**src/rtl/sgd_pkg.sv**
```systemverilog
package sgd_pkg;
   localparam int PHYS_W   = 32;
   localparam int REGION_W = 17;

   typedef enum logic [2:0] {
      ST_IDLE,
      ST_DECIDE,
      ST_FETCH,
      ST_XFER,
      ST_FIN
   } sgd_state_e;

   typedef struct packed {
      logic [PHYS_W-1:0]   addr;
      logic [REGION_W-1:0] len;
      logic                last;
   } sgd_region_t;
endpackage

```
**src/rtl/sgd_desc_decode.sv**
```systemverilog
module sgd_desc_decode
   import sgd_pkg::*;
(
   input  logic [63:0]  raw,
   output sgd_region_t  region
);
   logic [15:0] len16;
   logic        unused_flag_bits;

   always_comb begin
      len16            = raw[47:32] & 16'hFFFE;
      region.addr      = raw[31:0];
      region.len       = (len16 == 16'd0) ? REGION_W'(17'h10000) : {1'b0, len16};
      region.last      = raw[63];
      unused_flag_bits = ^raw[62:48];
   end
endmodule

```
**src/rtl/sgd_burst_calc.sv**
```systemverilog
module sgd_burst_calc
   import sgd_pkg::*;
#(
   parameter int CNT_W     = 24,
   parameter int MAX_BURST = 64,
   parameter bit SPLIT     = 1'b1
) (
   input  logic [REGION_W-1:0] region_left,
   input  logic [CNT_W-1:0]    bytes_left,
   output logic [REGION_W-1:0] burst
);
   logic [CNT_W-1:0] rgn_ext;
   logic [CNT_W-1:0] smaller;

   always_comb begin
      rgn_ext = CNT_W'(region_left);
      smaller = (rgn_ext < bytes_left) ? rgn_ext : bytes_left;
   end

   generate
      if (SPLIT) begin : g_capped
         always_comb
            burst = (smaller > CNT_W'(MAX_BURST)) ? REGION_W'(MAX_BURST)
                                                   : smaller[REGION_W-1:0];
      end else begin : g_whole
         always_comb burst = smaller[REGION_W-1:0];
      end
   endgenerate
endmodule

```
**src/rtl/sg_dma_engine.sv**
```systemverilog
module sg_dma_engine
   import sgd_pkg::*;
#(
   parameter int CNT_W      = 24,
   parameter int MAX_BURST  = 64,
   parameter bit SPLIT      = 1'b1,
   parameter int PAGE_BYTES = 4096
) (
   input  logic                clk,
   input  logic                rst_n,
   input  logic                start,
   input  logic [PHYS_W-1:0]   table_base,
   input  logic [CNT_W-1:0]    byte_count,
   input  logic                to_mem,
   output logic                mem_req,
   output logic                mem_write,
   output logic [PHYS_W-1:0]   mem_addr,
   output logic [REGION_W-1:0] mem_bytes,
   input  logic                mem_ack,
   input  logic [63:0]         mem_rdata,
   output logic                buf_rd,
   output logic                buf_wr,
   output logic [CNT_W-1:0]    buf_off,
   output logic                done,
   output logic                err
);
   localparam logic [PHYS_W-1:0]   DESC_STEP = PHYS_W'(8);
   localparam logic [PHYS_W-1:0]   PAGE_LIM  = PHYS_W'(PAGE_BYTES);
   localparam logic [REGION_W-1:0] DESC_LEN  = REGION_W'(8);

   generate
      if (CNT_W < REGION_W) begin : g_bad_cnt_w
         $error("CNT_W must hold at least one full region");
      end
      if (MAX_BURST < 2 || MAX_BURST > 65536) begin : g_bad_burst
         $error("MAX_BURST out of range");
      end
      if (PAGE_BYTES < 8 || (PAGE_BYTES % 8) != 0) begin : g_bad_page
         $error("PAGE_BYTES must be a positive multiple of 8");
      end
   endgenerate

   sgd_state_e            state;
   logic [PHYS_W-1:0]     base_q, ptr_q, rgn_addr;
   logic [REGION_W-1:0]   rgn_len, burst;
   logic                  rgn_last, dir_q, err_q;
   logic [CNT_W-1:0]      left_q, off_q;
   logic                  page_full;
   sgd_region_t           dec;

   sgd_desc_decode u_dec (.raw(mem_rdata), .region(dec));

   sgd_burst_calc #(.CNT_W(CNT_W), .MAX_BURST(MAX_BURST), .SPLIT(SPLIT)) u_burst (
      .region_left(rgn_len),
      .bytes_left (left_q),
      .burst      (burst)
   );

   assign page_full = (ptr_q - base_q) >= PAGE_LIM;

   always_ff @(posedge clk) begin
      if (!rst_n) begin
         state    <= ST_IDLE;
         base_q   <= '0;
         ptr_q    <= '0;
         rgn_addr <= '0;
         rgn_len  <= '0;
         rgn_last <= 1'b0;
         left_q   <= '0;
         off_q    <= '0;
         dir_q    <= 1'b0;
         err_q    <= 1'b0;
      end else begin
         case (state)
            ST_IDLE: if (start) begin
               base_q   <= table_base & ~PHYS_W'(3);
               ptr_q    <= table_base & ~PHYS_W'(3);
               rgn_addr <= '0;
               rgn_len  <= '0;
               rgn_last <= 1'b0;
               left_q   <= byte_count;
               off_q    <= '0;
               dir_q    <= to_mem;
               err_q    <= 1'b0;
               state    <= ST_DECIDE;
            end
            ST_DECIDE: begin
               if (left_q == '0) begin
                  state <= ST_FIN;
               end else if (rgn_len != '0) begin
                  state <= ST_XFER;
               end else if (rgn_last || page_full) begin
                  err_q <= 1'b1;
                  state <= ST_FIN;
               end else begin
                  state <= ST_FETCH;
               end
            end
            ST_FETCH: if (mem_ack) begin
               rgn_addr <= dec.addr;
               rgn_len  <= dec.len;
               rgn_last <= dec.last;
               ptr_q    <= ptr_q + DESC_STEP;
               state    <= ST_DECIDE;
            end
            ST_XFER: if (mem_ack) begin
               rgn_addr <= rgn_addr + PHYS_W'(burst);
               rgn_len  <= rgn_len - burst;
               left_q   <= left_q - CNT_W'(burst);
               off_q    <= off_q + CNT_W'(burst);
               state    <= ST_DECIDE;
            end
            default: state <= ST_IDLE;
         endcase
      end
   end

   always_comb begin
      mem_req   = (state == ST_FETCH) || (state == ST_XFER);
      mem_write = (state == ST_XFER) && dir_q;
      mem_addr  = (state == ST_FETCH) ? ptr_q : rgn_addr;
      mem_bytes = (state == ST_FETCH) ? DESC_LEN : burst;
      buf_rd    = (state == ST_XFER) && dir_q;
      buf_wr    = (state == ST_XFER) && !dir_q;
      buf_off   = off_q;
      done      = (state == ST_FIN);
      err       = (state == ST_FIN) && err_q;
   end


   req_hold_chk: assert property (@(posedge clk) disable iff (!rst_n)
      (mem_req && !mem_ack) |=> (mem_req && $stable(mem_addr) && $stable(mem_bytes)));


   done_pulse_chk: assert property (@(posedge clk) disable iff (!rst_n)
      done |=> !done);


   err_with_done_chk: assert property (@(posedge clk) disable iff (!rst_n)
      err |-> done);


   page_bound_chk: assert property (@(posedge clk) disable iff (!rst_n)
      (mem_req && !buf_rd && !buf_wr) |-> ((mem_addr - base_q) < PAGE_LIM));


   burst_cap_chk: assert property (@(posedge clk) disable iff (!rst_n)
      (buf_rd || buf_wr) |-> (mem_bytes != '0 && mem_bytes <= rgn_len &&
                              CNT_W'(mem_bytes) <= left_q &&
                              (!SPLIT || mem_bytes <= REGION_W'(MAX_BURST))));


   dir_match_chk: assert property (@(posedge clk) disable iff (!rst_n)
      (buf_rd || buf_wr) |-> (mem_write == buf_rd && $onehot0({buf_rd, buf_wr})));


   busy_start_chk: assert property (@(posedge clk) disable iff (!rst_n)
      (start && state != ST_IDLE) |=> $stable(base_q));
endmodule

```
**config.mk**
```make
export PLATFORM = sky130hd
export DESIGN_NAME = sg_dma_engine
export DESIGN_NICKNAME = d
export VERILOG_FILES = /design/src/rtl/sgd_pkg.sv /design/src/rtl/sgd_desc_decode.sv /design/src/rtl/sgd_burst_calc.sv /design/src/rtl/sg_dma_engine.sv
export SDC_FILE = /design/constraint.sdc
export NUM_CORES = 1
export LEC_CHECK = 0
export BUFFER_PORTS_ARGS = -buffer_cell sky130_fd_sc_hd__buf_4
export CAP_MARGIN = 25
export CORE_MARGIN = 4
export CORE_UTILIZATION = 63
export DETAILED_ROUTE_END_ITERATION = 12
export PLACE_DENSITY = 0.87
export SLEW_MARGIN = 20
export SYNTH_ARGS = -nofsm -noshare
export SYNTH_HDL_FRONTEND = slang
export SYNTH_SLANG_ARGS = --single-unit
export TNS_END_PERCENT = 20
```
**constraint.sdc**
```tcl
create_clock -name clk -period 7.5 [get_ports clk]
set_clock_uncertainty 0.2 [all_clocks]
set_input_delay 0.75 -clock clk [delete_from_list [all_inputs] [get_ports clk]]
set_output_delay 0.75 -clock clk [all_outputs]
set_load 0.01 [all_outputs]
```
-- After elaboration in Yosys (flattened, before gate mapping)
Index checks and enable logic that the tools add are counted.
- bits in registers: 165
- latch bits: 0
- RAM bits: 0
- bits in read-only memories: 0
- output and inout bits: 79
- logic and storage cells: 86
- memories: 0
- $add $sub $neg: 6
- multiply operators: 0
- div/mod/pow operators: 0
- order comparisons: 3
- eq/ne operators: 11
- shifts and indexed selects: 0
- muxes and demuxes: 35
- bitwise logic cells: 0
- reduce and logical (&&, ||, !) cells: 21
- operators by type and width (cell ; count):
    two-way mux 32 bit ; 6
    two-way mux 24 bit ; 5
    two-way mux 17 bit ; 6
    case mux 24 bit (2 select lines) ; 2
    case mux 32 bit (3 select lines) ; 1
    case mux 32 bit (2 select lines) ; 1
    case mux 17 bit (3 select lines) ; 1
    adder 32 x 17 -> 32 bit ; 1
    adder 32 x 4 -> 32 bit, second input constant ; 1
    greater-or-equal comparator 32 x 13 -> 1 bit, second input constant ; 1
    subtractor 32 bit ; 1
    adder 24 x 17 -> 24 bit ; 1
    > comparator 24 x 7 -> 1 bit, second input constant ; 1
    zero test 24 bit ; 1
    < comparator 17 x 24 -> 1 bit ; 1
    subtractor 24 x 17 -> 24 bit ; 1
    nonzero test 17 bit ; 1
    subtractor 17 bit ; 1
    zero test 16 bit ; 1
    two-way mux 3 bit ; 5
    != test 2 bit, second input constant ; 6
    case mux 3 bit (3 select lines) ; 1
    == test 3 x 2 -> 1 bit, second input constant ; 2
    AND reduction 3 bit ; 2
    other kinds (15) ; 26

-- Depth between registers and ports, before layout
Gate-level depths: netlist of the first run.
- depth in word-level cells: 7
- mapped depth: 26
- depth with buffers taken out: 25

-- Hierarchy
Synthesis of the first run repeated with hierarchy kept, for this count alone.
- cells, all modules: 1892
- area, all modules: 13678.1 sq um
- by module, submodules not included (module ; times used ; cells an instance ; area an instance (sq um) ; sequential area each (sq um)):
    sg_dma_engine ; 1 ; 1731 ; 12613.3 ; 3263.1
    sgd_burst_calc ; 1 ; 106 ; 716.9 ; 0.0
    sgd_desc_decode ; 1 ; 55 ; 347.8 ; 0.0

-- Worst setup path after synthesis of the first run
OpenSTA, ideal clock, no wires.
- path kind: reg2reg
- start: register left_q[9]
- end: register rgn_addr[25]
- arrival time: 4751 ps
- data required time: 7240 ps
- slack: 2488 ps
- stages on the path, launching flop included: 25
- buffers on the path: 1
- period minus slack after synthesis: 5012 ps
- cells stage by stage: dfxtp_1 > inv_1 > ha_1 > a21o_1 > a21o_1 > a21o_1 > nor4_1 > o21ai_0 > nand3b_1 > a21oi_1 > buf_4 > a2bb2oi_1 > nor2_1 > and2_1 > ha_1 > a211o_1 > a2111oi_2 > o221ai_1 > o311ai_1 > o21ai_1 > o31a_1 > nand2_1 > nor2_1 > o21ai_0 > and3_1
- word-level cells in the longest chain between the ends: 7
- RTL lines (what ; line ; RTL):
    from (decl) ; sg_dma_engine.sv:47 ; logic [CNT_W-1:0] left_q, off_q;
    from (signal assigned) ; sg_dma_engine.sv:81 ; left_q <= byte_count;
    from (signal assigned) ; sg_dma_engine.sv:109 ; left_q <= left_q - CNT_W'(burst);
    < comparator 17 x 24 -> 1 bit ; sgd_burst_calc.sv:17 ; smaller = (rgn_ext < bytes_left) ? rgn_ext : bytes_left;
    two-way mux 24 bit (*) ; sgd_burst_calc.sv:17 ;
    > comparator 24 x 7 -> 1 bit ; sgd_burst_calc.sv:23 ; burst = (smaller > CNT_W'(MAX_BURST)) ? REGION_W'(MAX_BURST)
    two-way mux 17 bit (*) ; sgd_burst_calc.sv:23 ;
    adder 32 x 17 -> 32 bit (*) ; sg_dma_engine.sv:107 ; rgn_addr <= rgn_addr + PHYS_W'(burst);
    two-way mux 32 bit (*) ; sg_dma_engine.sv:106 ; ST_XFER: if (mem_ack) begin
    case mux 32 bit (3 select lines) (*) ; sg_dma_engine.sv:74 ; case (state)
    to (signal assigned) ; sg_dma_engine.sv:100 ; rgn_addr <= dec.addr;
    to (signal assigned) ; sg_dma_engine.sv:107 ;
    to (decl) ; sg_dma_engine.sv:44 ; logic [PHYS_W-1:0] base_q, ptr_q, rgn_addr;
Mark *: on every way between the ends. The rest lies on a longest branch, timed or not. The select of a mux whose other input is x is not followed.
A chain may end at the register's enable or synchronous reset.

-- Worst setup path after layout of the first run
- start: register left_q[1]
- end: register rgn_addr[26]
The elaborated chain is that of the path after synthesis.

==> out/results.txt, run 1 <==
Final Instance Count excl. Fillers -> 2309
Hold Path Depth -> 2
GRT Overall Usage -> 35.1%
RR Endpoint -> rgn_addr[26]$_SDFFE_PN0P_
Leak Pwr -> 6.73 nW
Slowest cell on crit path -> a211oi_2
PortBufs -> 175
Most frequent cells in the layout -> 266 x nand2_1, 190 x buf_4, 189 x a21oi_1, 165 x nor2_1, 163 x dfxtp_1
Post-Syn Instances -> 1860
Min Clock Period, post-route -> 5.99 ns
Post-synth EDFFs -> 0
Vias in the first global route -> 13952
Avg Inst Size Synth -> 7.21 um2
R2R depth -> 25
Std-Cell Rows -> 53
Setup slack, reg-to-reg -> 1.51 ns
First-pass GRT wire length -> 68700 um
Setup Buffers After CTS -> 0
CTS Buffer Depth -> 2
Critical path fanouts, max -> 13
Total Power -> 5.91 mW
CTS tree -> built
Iter 0 DRT Violations -> 1483
Pin count of the biggest net entering global routing -> 80
Worst-path clk slew -> 0.07 ns
Worst vdd ir -> 266 uV
Run status -> finished, final reports clean
Antenna viol nets, final -> 0
Hold Crit Class -> reg2reg
# clock sinks -> 163
Clock latency on the worst-skew pair -> 0.45 ns
WHS -> 0.257 ns
Final Routed Wirelength -> 43600 um
DRC viols -> 0
Ys Warns -> 0
Cell area after layout -> 15600 um2
H-tree depth -> 4
CTS Buf Count -> 17
Fin. max-slew vios -> 0
Critical Path Sink Type -> register
# fillers -> 1692
Crit path top cell by count -> nor2_1
Worst Tran Pin Value -> 1.11 ns
Final Hold Fails -> 0
DIE AREA -> 23700 um2
Total grt overflow -> 0
Fmax -> 167 MHz
Core ar. -> 21000 um2
WP data arrival -> 6.09 ns
RSZ-0062 raised after global routing -> false
Post-cts repair resize count -> 0
Share of cells above drive strength 1 -> 12.4%
Via count -> 14918
Initial Utilization -> 64.0%
Boundary Pins -> 204
Vias/cell -> 6.46
CTS root buf -> clkbuf_16
PwrDens -> 378 nW/um2
Hold Crit Start -> base_q[4]$_SDFFE_PN0P_
Layout Nets -> 2263
Placed cell count -> 2275
Die X -> 154 um
Share of synthesized registers carrying an async set or reset -> 0%
Hold endpoint -> base_q[4]$_SDFFE_PN0P_
DIE HEIGHT -> 154 um
Crit path launch type -> register
Crit path kind -> reg2reg
Area leader, netlist -> dfxtp_1
DP Wirelength -> 30800 um
Crit path largest cell delay -> 0.45 ns
Max-cap violations -> 0
Drt wl/cell -> 18.9 um
Flop and latch count out of synthesis -> 163
Post-synthesis sequential area ratio -> 24.3%
TNS Setup -> 0 ns
Placed Area -> 15000 um2
Gpl congestion -> 0.970
Setup violators final -> 0
Post-synthesis cell type count -> 86
Synth Cell Area -> 13400 um2
Post-CTS Hold Buffers -> 0
Final cycle utilization of the critical path -> 79.8%
Initial antenna violation count -> 1
Reg2reg start -> left_q[1]$_SDFFE_PN0P_
Slew HR -> 26.1%
Commonest non-fill, non-tap cell in the layout -> nand2_1
CP required -> 7.60 ns
Top-area cell type share of the netlist area -> 24.3%
Area Overhead vs Synth -> 16.5%
Top cells by area, synth -> dfxtp_1 24%, ha_1 11%, nand2_1 7.5%
Detailed-router iteration count before antenna repair -> 6
Primary FF master, synth -> dfxtp_1
[critical path: cells and delay by family (launching register included)]
kind                     cells  cell delay [ns]
adder cells (fa/ha/maj)      3             0.74
buffers and inverters        3             0.40
AO/OA/AOI/OAI               13             3.25
flip-flops                   1             0.37
AND/OR/NAND/NOR              6             0.88
[worst max-delay path by stage]
stage | startpoint | endpoint | slack (ns)
floorplan | left_q[9]$_SDFFE_PN0P_ | rgn_addr[25]$_SDFFE_PN0P_ | 2.49
global placement | left_q[9]$_SDFFE_PN0P_ | rgn_addr[29]$_SDFFE_PN0P_ | 1.72
detailed placement | left_q[9]$_SDFFE_PN0P_ | rgn_addr[29]$_SDFFE_PN0P_ | 1.67
CTS | left_q[9]$_SDFFE_PN0P_ | rgn_addr[26]$_SDFFE_PN0P_ | 1.60
global route | left_q[1]$_SDFFE_PN0P_ | rgn_addr[25]$_SDFFE_PN0P_ | 1.01
finish | left_q[1]$_SDFFE_PN0P_ | rgn_addr[26]$_SDFFE_PN0P_ | 1.51
[report_power, final]
group	switching [mW]	internal, mW	total (mW)
combinational	2.22	1.44	3.66
sequential	0.240	1.05	1.29
clock	0.418	0.538	0.956
[layer usage]
metal / share of wire [%] / wire length (um) / GRT usage, %
met3: 8.2 / 3580 / 4.31
met4: 4.5 / 1970 / 18.4
met5: 0 / 0 / 0
met2: 47 / 20600 / 58.6
met1: 40 / 17400 / 44.2
[flip-flops by register name (all words and copies together) (netlist names)]
signal	flops
base_q	30
buf_off	24
dir_q	1
err_q	1
left_q	24
ptr_q	30
rgn_addr	32
rgn_last	1
rgn_len	17
state	3
[synth_stat cells (all sizes together) (8+ instances only)]
library cell and instances:
mux2i 19, ha 113, o2111ai 11, nor2b 20, a221oi 30, buf 22
or3 16, nor2 166, nor3 60, o21a 17, a31oi 13, nor3b 8
or2 8, xnor2 35, dfxtp 163, nand3 67, a21o 25, nand2 267
a211oi 29, o21ai 122, a211o 8, and3 28, o31ai 13, clkbuf 75
a22oi 16, inv 93, and2 17, o311ai 9, nand2b 21, a21oi 190
nand4 16, xor2 25, nor4 25
[cells by family (layout without fill, tap and decap cells)]
family / after synthesis / after routing / synth area share [%]
and+or+nand+nor: 741 / 741 / 25.9
xor gates and xnor gates: 60 / 60 / 3.92
buffers and inverters: 190 / 316 / 5.68
muxes: 22 / 22 / 1.67
AOI/OAI and AO/OA: 564 / 564 / 27.2
adders and majority gates: 118 / 118 / 11.3
other: 2 / 50 / 0.0560
DFF: 163 / 163 / 24.3
[through the flow]
stage | util (%) | setup WS [ns]
after floorplan | - | 2.49
after CTS | 74.5 | 1.60
after global placement | 71.5 | 1.72
final | 74.6 | 1.51
after global routing | 74.6 | 1.01
after detailed placement | 71.5 | 1.67
[area by class of cell]
type,instances,area (um2),share of cell area [%]
antenna,1,2.50,0.0160
clock buffer,18,429,2.75
clock inverter,14,193,1.23
inverter,93,350,2.24
multi-input combinational,1554,9610,61.5
sequential,163,3260,20.9
tap,275,344,2.20
timing repair buffer,191,1440,9.20
Note: power is estimated with default switching activity, not from simulation.
==> inputs of run 2 (changes only) <==
--- a/config.mk
+++ b/config.mk
@@ -8,9 +8,9 @@
 export BUFFER_PORTS_ARGS = -buffer_cell sky130_fd_sc_hd__buf_4
 export CAP_MARGIN = 25
 export CORE_MARGIN = 4
-export CORE_UTILIZATION = 63
+export CORE_UTILIZATION = 53
 export DETAILED_ROUTE_END_ITERATION = 12
-export PLACE_DENSITY = 0.87
+export PLACE_DENSITY = 0.78
 export SLEW_MARGIN = 20
 export SYNTH_ARGS = -nofsm -noshare
 export SYNTH_HDL_FRONTEND = slang
==> constraint.sdc (replaced) <==
create_clock -name clk -period 5.15 [get_ports clk]
set_clock_uncertainty 0.2 [all_clocks]
set_input_delay 0.515 -clock clk [delete_from_list [all_inputs] [get_ports clk]]
set_output_delay 0.515 -clock clk [all_outputs]
set_load 0.01 [all_outputs]
==> run 2 against run 1 <==
  * Critical path depth unchanged
  * First-iteration DRC count down 0.34%
  * Die area up 18%
  * Combinational power up 67%
  * Final cell count up 6.3%
  * Register-to-register slack worse by 1.4 ns
  * Clock power up 38%
==> out/results.txt, run 2 (same netlist as run 1, synthesis figures left out) <==
Crit path largest cell delay -> 0.42 ns (-0.03 ns)
Area Overhead vs Synth -> 24.5%
Placed cell count -> 2406 (+5.8%)
Final Hold Fails -> 0 (unchanged)
Detailed-router iteration count before antenna repair -> 6 (unchanged)
CP required -> 5.32 ns (-2.28 ns)
DIE AREA -> 27900 um2 (+18%)
Clock latency on the worst-skew pair -> 0.44 ns (about the same)
Commonest non-fill, non-tap cell in the layout -> buf_4
Share of cells above drive strength 1 -> 19.3% (+6.9 points)
Drt wl/cell -> 18.8 um (-0.47%)
DIE HEIGHT -> 167 um (+8.6%)
Worst setup margin -> 0.100 ns (-1.41 ns)
Std-Cell Rows -> 57 (+7.5%)
# clock sinks -> 163 (unchanged)
Worst vdd ir -> 324 uV (+22%)
Fin. max-slew vios -> 0 (unchanged)
Vias/cell -> 6.15 (-4.8%)
Final cycle utilization of the critical path -> 98.1% (+18 points)
Detail Route met3 WL -> 3580 um (unchanged)
Routed metal-1 wirelength -> 18600 um (+7.0%)
Post-CTS Hold Buffers -> 0 (unchanged)
DP Wirelength -> 33300 um (+8.0%)
Crit path top cell by count -> a21o_1
Antenna viol nets, final -> 0 (unchanged)
Fmax -> 198 MHz (+19%)
Setup violators final -> 0 (unchanged)
DR top layer -> met4
Layout Nets -> 2358 (+4.2%)
CTS root buf -> clkbuf_16
GRT Overall Usage -> 31.4% (-3.7 points)
Total Power -> 9.23 mW (+56%)
Worst-path clk slew -> 0.07 ns (about the same)
Initial antenna violation count -> 2 (+1)
Crit path launch type -> register
PortBufs -> 175 (unchanged)
Placed Area -> 15700 um2 (+4.6%)
Pin count of the biggest net entering global routing -> 83 (+3.8%)
Worst Tran Pin Value -> 1.02 ns (-0.0853 ns)
Die X -> 167 um (+8.6%)
Via count -> 15093 (+1.2%)
Run status -> finished, final reports clean
Crit path kind -> reg2reg
Pre-CTS setup slack -> -0.177 ns (-1.85 ns)
Leak Pwr -> 7.21 nW (+7.2%)
DRC viols -> 0 (unchanged)
CTS Buffer Depth -> 2 (unchanged)
Critical path fanouts, max -> 8 (-5)
CTS tree -> built
RSZ-0062 raised after global routing -> true
Max reg flops -> 32 (unchanged)
H-tree depth -> 4 (unchanged)
Core ar. -> 24600 um2 (+17%)
Gpl congestion -> 1.01 (+4.0%)
CTS Buf Count -> 17 (unchanged)
Slowest cell on crit path -> a2111oi_4
Final Instance Count excl. Fillers -> 2454 (+6.3%)
Most flops, register -> rgn_addr
PwrDens -> 553 nW/um2 (+46%)
WP data arrival -> 5.22 ns (-0.87 ns)
Total grt overflow -> 0 (unchanged)
Iter 0 DRT Violations -> 1478 (-0.34%)
Critical Path Sink Type -> register
Max-cap violations -> 0 (unchanged)
Hold Crit Class -> in2reg
Top flop regs -> rgn_addr x32, base_q x30, ptr_q x30
Met2 wire length -> 22100 um (+7.1%)
Final Routed Wirelength -> 46100 um (+5.8%)
Min Clock Period, post-route -> 5.05 ns (-0.939 ns)
Boundary Pins -> 204 (unchanged)
Initial Utilization -> 54.5% (-9.5 points)
Most frequent cells in the layout -> 282 x buf_4, 262 x nand2_1, 185 x a21oi_1, 161 x nor2_1, 159 x dfxtp_1
First-pass GRT wire length -> 72800 um (+6.0%)
Vias in the first global route -> 14271 (+2.3%)
Slew HR -> 31.9% (+5.8 points)
Cell area after layout -> 16700 um2 (+6.9%)
[run 2: cell types whose count changed in the layout (fill, tap and decap cells not counted), moves of 5 or more]
cell	previous run	this run
o21ai_2	0	6
o31ai_1	13	8
buf_4	190	282
ha_1	113	105
o21ai_0	109	100
[run 2: per-stage QoR]
step / hold WS [ns] / utilization [%] / setup TNS, ns
after floorplan: 0.236 / - / 0
after global placement: 0.242 / 63.7 / -0.0260
after global routing: 0.132 / 67.9 / -0.737
final: 0.130 / 67.9 / 0
after CTS: 0.125 / 66.5 / 0
after detailed placement: 0.247 / 63.8 / -1.43
[run 2: worst paths after layout]
path                     startpoint                         to  slack, ns  depth (start not counted)
min reg2reg  base_q[7]$_SDFFE_PN0P_     base_q[7]$_SDFFE_PN0P_       0.26                          2
max reg2reg  left_q[9]$_SDFFE_PN0P_  rgn_addr[25]$_SDFFE_PN0P_       0.10                         25
max          left_q[9]$_SDFFE_PN0P_  rgn_addr[25]$_SDFFE_PN0P_       0.10                         25
min                  table_base[29]    base_q[29]$_SDFFE_PN0P_       0.13                          3
[run 2: timing repair]
item | in CTS | in global routing
setup endpoints to repair | 27 | 46
buffers inserted | 2 | 12
resized for setup | 13 | 71
pin swaps | 7 | 41
[run 2: area by class of cell]
cell class	count	area [um2]
clock inverters	11	118
clock buffers	21	480
well taps	324	405
multi-input cells	1554	9910
diodes	2	5.00
fillers	2116	7890
flip-flops and latches	163	3270
repair buffers	286	2180
inverters	93	350
[run 2: where the power goes]
| group | internal (mW) | total (mW) | switching (mW) | leakage, nW |
|---|---|---|---|---|
| clock network | 0.730 | 1.32 | 0.589 | 0.289 |
| logic | 2.57 | 6.11 | 3.53 | 5.59 |
| registers | 1.53 | 1.81 | 0.278 | 1.33 |
[run 2: worst max-delay path: cells and delay by family (launching register included)]
family | cells | cell delay (ns)
muxes | 1 | 0.15
adders and majority gates | 2 | 0.41
buffers and inverters | 3 | 0.31
AOI/OAI and AO/OA | 12 | 2.42
and+or+nand+nor | 7 | 1.16
DFF | 1 | 0.33
[run 2: metal layers]
| layer | vias up | global-route usage (%) |
|---|---|---|
| met5 | - | 0 |
| met4 | 0 | 13.4 |
| met3 | 123 | 4.27 |
| met2 | 693 | 53.3 |
| met1 | 7054 | 40.0 |
| li1 | 7223 | - |
